$ cat src/rtl/adc_rd_pkg.sv
package adc_rd_pkg;
  typedef enum logic [2:0] {
    ST_IDLE, ST_CONV, ST_WAIT_LO, ST_WAIT_HI, ST_SYNC, ST_SETUP, ST_BURST, ST_DONE
  } rd_state_e;

  typedef enum logic {
    RD_DURING = 1'b0,
    RD_AFTER  = 1'b1
  } rd_mode_e;
endpackage

$ cat src/rtl/adc_rd_divider.sv
module adc_rd_divider #(
  parameter int unsigned DIV_W    = 8,
  parameter int unsigned MIN_HALF = 4
) (
  input  logic             clk_i,
  input  logic             rst_ni,
  input  logic             en_i,
  input  logic [DIV_W-1:0] half_i,
  output logic             tick_o
);
  localparam logic [DIV_W-1:0] MIN_V = DIV_W'(MIN_HALF);

  logic [DIV_W-1:0] half_eff, cnt_q;

  assign half_eff = (half_i < MIN_V) ? MIN_V : half_i;
  assign tick_o   = en_i && (cnt_q == half_eff - 1'b1);

  always_ff @(posedge clk_i or negedge rst_ni) begin
    if (!rst_ni)     cnt_q <= '0;
    else if (!en_i)  cnt_q <= '0;
    else if (tick_o) cnt_q <= '0;
    else             cnt_q <= cnt_q + 1'b1;
  end
endmodule

$ cat src/rtl/adc_rd_capture.sv
module adc_rd_capture #(
  parameter int unsigned DW = 16
) (
  input  logic          clk_i,
  input  logic          rst_ni,
  input  logic          clear_i,
  input  logic          sample_i,
  input  logic          sync_slot_i,
  input  logic          bit_i,
  output logic [DW-1:0] word_o,
  output logic          sync_bit_o
);
  always_ff @(posedge clk_i or negedge rst_ni) begin
    if (!rst_ni) begin
      word_o     <= '0;
      sync_bit_o <= 1'b0;
    end else if (clear_i) begin
      word_o     <= '0;
      sync_bit_o <= 1'b0;
    end else if (sample_i) begin
      if (sync_slot_i) sync_bit_o <= bit_i;
      else             word_o     <= {word_o[DW-2:0], bit_i};
    end
  end
endmodule

$ cat src/rtl/adc_rd_seq.sv
module adc_rd_seq import adc_rd_pkg::*; #(
  parameter int unsigned DW        = 16,
  parameter int unsigned CONV_LOW  = 4,
  parameter int unsigned SETUP_CYC = 2
) (
  input  logic     clk_i,
  input  logic     rst_ni,
  input  logic     start_i,
  input  logic     mode_i,
  input  logic     sync_en_i,
  input  logic     rise_cap_i,
  input  logic     busy_i,
  input  logic     tick_i,
  output logic     conv_no_o,
  output logic     cs_no_o,
  output logic     dclk_o,
  output logic     div_en_o,
  output logic     sample_o,
  output logic     sync_slot_o,
  output logic     clear_o,
  output logic     done_o,
  output rd_mode_e mode_q_o,
  output logic     sync_q_o
);
  localparam int unsigned PW   = $clog2(DW + 3);
  localparam int unsigned CMAX = (CONV_LOW > SETUP_CYC) ? CONV_LOW : SETUP_CYC;
  localparam int unsigned CW   = $clog2(CMAX + 1);

  rd_state_e     state_q;
  rd_mode_e      mode_q;
  logic          sync_q, rise_q, dclk_q;
  logic [CW-1:0] cnt_q;
  logic [PW-1:0] pulse_q, total;

  assign total = PW'(DW) + PW'(sync_q) + PW'(rise_q);

  always_ff @(posedge clk_i or negedge rst_ni) begin
    if (!rst_ni) begin
      state_q <= ST_IDLE;
      mode_q  <= RD_DURING;
      sync_q  <= 1'b0;
      rise_q  <= 1'b0;
      dclk_q  <= 1'b0;
      cnt_q   <= '0;
      pulse_q <= '0;
    end else begin
      unique case (state_q)
        ST_IDLE: if (start_i) begin
          mode_q  <= rd_mode_e'(mode_i);
          sync_q  <= sync_en_i & mode_i;
          rise_q  <= rise_cap_i;
          cnt_q   <= '0;
          state_q <= ST_CONV;
        end
        ST_CONV: begin
          if (cnt_q == CW'(CONV_LOW - 1)) begin
            cnt_q   <= '0;
            state_q <= ST_WAIT_LO;
          end else cnt_q <= cnt_q + 1'b1;
        end
        ST_WAIT_LO: if (!busy_i) state_q <= (mode_q == RD_AFTER) ? ST_WAIT_HI : ST_SETUP;
        ST_WAIT_HI: if (busy_i)  state_q <= sync_q ? ST_SYNC : ST_SETUP;
        ST_SYNC: if (tick_i) begin
          // arming pulse with chip-select high
          if (!dclk_q) dclk_q <= 1'b1;
          else begin
            dclk_q  <= 1'b0;
            state_q <= ST_SETUP;
          end
        end
        ST_SETUP: begin
          if (cnt_q == CW'(SETUP_CYC - 1)) begin
            cnt_q   <= '0;
            pulse_q <= '0;
            state_q <= ST_BURST;
          end else cnt_q <= cnt_q + 1'b1;
        end
        ST_BURST: if (tick_i) begin
          if (!dclk_q) begin
            dclk_q  <= 1'b1;
            pulse_q <= pulse_q + 1'b1;
          end else begin
            dclk_q <= 1'b0;
            if (pulse_q == total) state_q <= ST_DONE;
          end
        end
        ST_DONE: state_q <= ST_IDLE;
        default: state_q <= ST_IDLE;
      endcase
    end
  end

  // slot index j equals pulse_q on both edges; slot 1 is the sync flag when framed
  always_comb begin
    sample_o    = 1'b0;
    sync_slot_o = 1'b0;
    if (state_q == ST_BURST && tick_i) begin
      if (!dclk_q) begin
        if (rise_q && pulse_q != '0) begin
          sample_o    = 1'b1;
          sync_slot_o = sync_q && (pulse_q == PW'(1));
        end
      end else if (!rise_q) begin
        sample_o    = 1'b1;
        sync_slot_o = sync_q && (pulse_q == PW'(1));
      end
    end
  end

  assign conv_no_o = (state_q != ST_CONV);
  assign cs_no_o   = !((state_q == ST_CONV) || (state_q == ST_SETUP) || (state_q == ST_BURST) ||
                       (state_q == ST_WAIT_LO && mode_q == RD_DURING));
  assign dclk_o    = dclk_q;
  assign div_en_o  = (state_q == ST_SYNC) || (state_q == ST_BURST);
  assign clear_o   = (state_q == ST_IDLE) && start_i;
  assign done_o    = (state_q == ST_DONE);
  assign mode_q_o  = mode_q;
  assign sync_q_o  = sync_q;
endmodule

$ cat src/rtl/adc_readout_ctrl.sv
module adc_readout_ctrl import adc_rd_pkg::*; #(
  parameter int unsigned DW          = 16,
  parameter int unsigned DIV_W       = 8,
  parameter int unsigned MIN_HALF    = 4,
  parameter int unsigned CONV_LOW    = 4,
  parameter int unsigned SETUP_CYC   = 2,
  parameter int unsigned SYNC_STAGES = 2
) (
  input  logic             clk_i,
  input  logic             rst_ni,
  input  logic             start_i,
  input  logic             mode_i,
  input  logic             sync_en_i,
  input  logic             rise_cap_i,
  input  logic [DIV_W-1:0] half_div_i,
  input  logic             busy_i,
  input  logic             sdata_i,
  output logic             conv_no_o,
  output logic             cs_no_o,
  output logic             dclk_o,
  output logic [DW-1:0]    data_o,
  output logic             valid_o,
  output logic             prev_o,
  output logic             frame_err_o
);
  logic [SYNC_STAGES-1:0] busy_sq;
  logic busy_s, tick, div_en, sample, sync_slot, clear, done, sync_q, sync_bit;
  rd_mode_e mode_q;
  logic [DW-1:0] word;

  always_ff @(posedge clk_i or negedge rst_ni) begin
    if (!rst_ni) busy_sq <= '1;
    else         busy_sq <= {busy_sq[SYNC_STAGES-2:0], busy_i};
  end
  assign busy_s = busy_sq[SYNC_STAGES-1];

  adc_rd_divider #(.DIV_W(DIV_W), .MIN_HALF(MIN_HALF)) i_div (
    .clk_i (clk_i), .rst_ni(rst_ni), .en_i(div_en), .half_i(half_div_i), .tick_o(tick)
  );

  adc_rd_seq #(.DW(DW), .CONV_LOW(CONV_LOW), .SETUP_CYC(SETUP_CYC)) i_seq (
    .clk_i      (clk_i),
    .rst_ni     (rst_ni),
    .start_i    (start_i),
    .mode_i     (mode_i),
    .sync_en_i  (sync_en_i),
    .rise_cap_i (rise_cap_i),
    .busy_i     (busy_s),
    .tick_i     (tick),
    .conv_no_o  (conv_no_o),
    .cs_no_o    (cs_no_o),
    .dclk_o     (dclk_o),
    .div_en_o   (div_en),
    .sample_o   (sample),
    .sync_slot_o(sync_slot),
    .clear_o    (clear),
    .done_o     (done),
    .mode_q_o   (mode_q),
    .sync_q_o   (sync_q)
  );

  adc_rd_capture #(.DW(DW)) i_cap (
    .clk_i      (clk_i),
    .rst_ni     (rst_ni),
    .clear_i    (clear),
    .sample_i   (sample),
    .sync_slot_i(sync_slot),
    .bit_i      (sdata_i),
    .word_o     (word),
    .sync_bit_o (sync_bit)
  );

  always_ff @(posedge clk_i or negedge rst_ni) begin
    if (!rst_ni) begin
      data_o      <= '0;
      valid_o     <= 1'b0;
      prev_o      <= 1'b0;
      frame_err_o <= 1'b0;
    end else begin
      valid_o <= done;
      if (done) begin
        data_o      <= word;
        prev_o      <= (mode_q == RD_DURING);
        frame_err_o <= sync_q & ~sync_bit;
      end
    end
  end
endmodule

$ cat config.mk
export PLATFORM = sky130hd
export DESIGN_NAME = adc_readout_ctrl
export DESIGN_NICKNAME = d
export VERILOG_FILES = /design/src/rtl/adc_rd_pkg.sv /design/src/rtl/adc_rd_divider.sv /design/src/rtl/adc_rd_capture.sv /design/src/rtl/adc_rd_seq.sv /design/src/rtl/adc_readout_ctrl.sv
export SDC_FILE = /design/constraint.sdc
export NUM_CORES = 1
export LEC_CHECK = 0
export ABC_CLOCK_PERIOD_IN_PS = 4900
export BUFFER_PORTS_ARGS = -buffer_cell sky130_fd_sc_hd__buf_2
export CAP_MARGIN = 20
export CORE_UTILIZATION = 46
export CTS_CLUSTER_DIAMETER = 60
export DETAILED_ROUTE_END_ITERATION = 6
export GPL_TIMING_DRIVEN = 1
export HOLD_SLACK_MARGIN = 0.05
export PLACE_DENSITY = 0.64
export SYNTH_ARGS = -nofsm -noshare
export SYNTH_HDL_FRONTEND = slang
export SYNTH_SLANG_ARGS = --single-unit
$ cat constraint.sdc
create_clock -name clk_i -period 4.9 [get_ports clk_i]
set_input_delay 0.98 -clock clk_i [delete_from_list [all_inputs] [get_ports clk_i]]
set_output_delay 0.98 -clock clk_i [all_outputs]
set_load 0.05 [all_outputs]
==> results.cfg <==
[cells_and_area]
layout_commonest_cell = dfrtp_1
final_area_um2 = 3570
drive_gt1_share_pct = 24.8
areaGrowthSynthToFinish_pct = 14.2
fillCellCount = 597
final_nets = 364
insertedDiodeCount = 0
final_cell_mix = dfrtp_1 (59), nand2_1 (39), buf_2 (37), mux2_2 (21), mux2i_1 (17)
stdcell_count = 420

[worst_setup_path]
cp_max_fo = 16
cp_cell_sequence = buf_2, nor4_1, nand2_1, nand2_1, ha_1, or3b_1, or3b_1, a21o_1, a2111o_1, or4_4, mux2i_1
start_kind = input pin
crit_slowest_cell = or4_4
cp.required_ns = 5.11
cp_slowest_stage_delay_ns = 0.70
path_buf_inv = 1
path_class = input pin to flop
cp.arrival_ns = 4.48
critical-path-top-delay-family = simple AND/OR/NAND/NOR gates
endpoint_kind = flop

[yosys]
seq_area_frac_synth_pct = 48.9
syn_avg_cell_area_um2 = 10.6
synth_cells = 296
syn_nets = 322
yosys-top-cells-area = dfrtp_1 (47%), mux2_2 (7.6%), mux2i_1 (5.4%)
synth.cell_area_um2 = 3120
synth_edf_count = 0
synth_top_area_share_pct = 47.3
ys_warn_count = 0
synth_seq_cells = 61
synthArstFlopShare_pct = 100
synth_top_area_cell = dfrtp_1
synth_ff_type = dfrtp_1
ys_types = 45

[clocking]
h-tree-depth = 3
clk_latency_ns = 0.34
root_buffer = clkbuf_8
numCtsBuffers = 9
hold_buffers = 0
clk_pin_slew_ns = 0.07
postCtsSetupBuffers = 0
cts_tree = done
cts_resized = 0
cts_buffer_depth = 2
cts.sinks = 61

[floorplan]
rows = 29
die_y_um = 84.4
die_w_um = 84.4
core-area_um2 = 6460
dieArea_um2 = 7130
ios = 38
start_util_pct = 48.4

[placement]
postPlaceCellArea_um2 = 3370
portBuffers = 37
pre_cts_ws_ns = 0.291
dp_hpwl_um = 4250
place_congestion = 0.843
dp_cells = 403

[route]
ant_nets = 0
viasPerCell = 5.33
drt-initial-drc-count = 120
vias = 2237
drt_wl_total_um = 5990
drt_pass1_iterations = 6
drc_errors = 1
wl_per_cell_um = 14.3

[timing]
hold_viol_final = 0
worstMarginPinSlew_ns = 0.779
layout_setup_ws_ns = 0.631
fin_crit_ns = 4.27
drv_slew = 0
max_freq_ghz = 0.234
relSlewSlack_pct = 47.6
fin_tns_setup_ns = 0
setup_viol = 0
rsz0062_at_grt = no
min_period_over_period_pct = 87.1
skew_ns = 0.0110

[grt]
grt_remaining_overflow = 0
grt_max_degree = 62
grt_pass1_vias = 2194
grt_pass1_wl_um = 10400
track_usage_pct = 18.8
antenna_found_initial = 0

[power_and_ir_drop]
leakage_uw = 0.00180
power_uw = 1490
peakVddDrop_mv = 0.234
powerDensity_nw_per_um2 = 418

[run_status]
violations = design-rule violations
outcome = finished with violations

[min_path]
min_path_type = flop to flop

[flow_run]
drv_cap = 0
## worst reg2reg max path, delay by kind of cell, from the launching register on
kind	cells	cell delay, ns
DFF	1	0.39
AOI/OAI and AO/OA	2	0.59
and+or+nand+nor	3	1.32
muxes	1	0.18
## power by group
group,internal (µW),leakage [µW],switching [µW]
Clock,189,0.0000829,223
Sequential,565,0.000825,101
Combinational,164,0.000889,249
## state kept, by name (all words and copies together) (netlist names)
name / cells
i_seq.cnt_q: 3
i_seq.pulse_q: 5
i_cap.word_o: 16
i_seq.state_q: 3
i_seq.mode_q_o: 1
prev_o: 1
data_o: 16
i_cap.sync_bit_o: 1
i_seq.dclk_o: 1
i_seq.rise_q: 1
valid_o: 1
busy_sq: 2
frame_err_o: 1
i_div.cnt_q: 8
i_seq.sync_q_o: 1
## stage by stage
step | hold WS (ns) | util [%]
6_report | 0.366 | 55.2
3_5_place_dp | 0.354 | 52.2
4_1_cts | 0.370 | 55.0
2_1_floorplan | 0.345 | -
5_1_grt | 0.370 | 55.2
3_3_place_gp | 0.348 | 52.2
## cell type report
cell class                 count  area [µm²]  share of cell area [%]
inverter                      11        41.3                    1.16
sequential                    61        1530                    42.8
multi-input combinational    215        1510                    42.2
clock buffer                   9         124                    3.47
timing repair buffer          40         215                    6.03
clock inverter                 7        57.6                    1.61
tap                           77        96.3                    2.70
## cells by family after synthesis
family | synth area share [%]
flops | 48.9
compound gates | 8.29
xor+xnor | 5.33
mux | 13.0
fa+ha+maj | 4.00
buf+inv | 2.88
simple gates | 17.5
## worst paths after layout
check | startpoint | end | slack [ns] | cells after the start
worst max register to register | i_div.cnt_q[4] | i_cap.word_o[15] | 2.29 | 6
worst min register to register | busy_sq[0] | busy_sq[1] | 0.37 | 0
worst min-delay path | busy_sq[0] | busy_sq[1] | 0.37 | 0
min in group asynchronous | rst_ni | i_div.cnt_q[4] | 0.78 | 2
max in group asynchronous | rst_ni | i_cap.word_o[10] | 3.61 | 2
worst max-delay path | half_div_i[4] | i_cap.word_o[15] | 0.63 | 11
## synthesized netlist by cell type (7+ instances only)
master	number
dfrtp_1	59
mux2i_1	17
xnor2_1	10
ha_1	10
xor2_1	9
nand2_1	39
inv_1	11
mux2_2	21
o21ai_0	13
nand3_1	12
nor2_1	16
nor3_1	7
nand2b_1	8
nor2b_1	7
## metal layers
layer	track usage, %	share of wire [%]	routed length (µm)
met5	0	0	0
met1	25.3	49	2920
met2	28.6	46	2740
met3	5.90	3.9	231
met4	7.24	1.7	99
No activity file was read; power rests on OpenSTA's default activity.
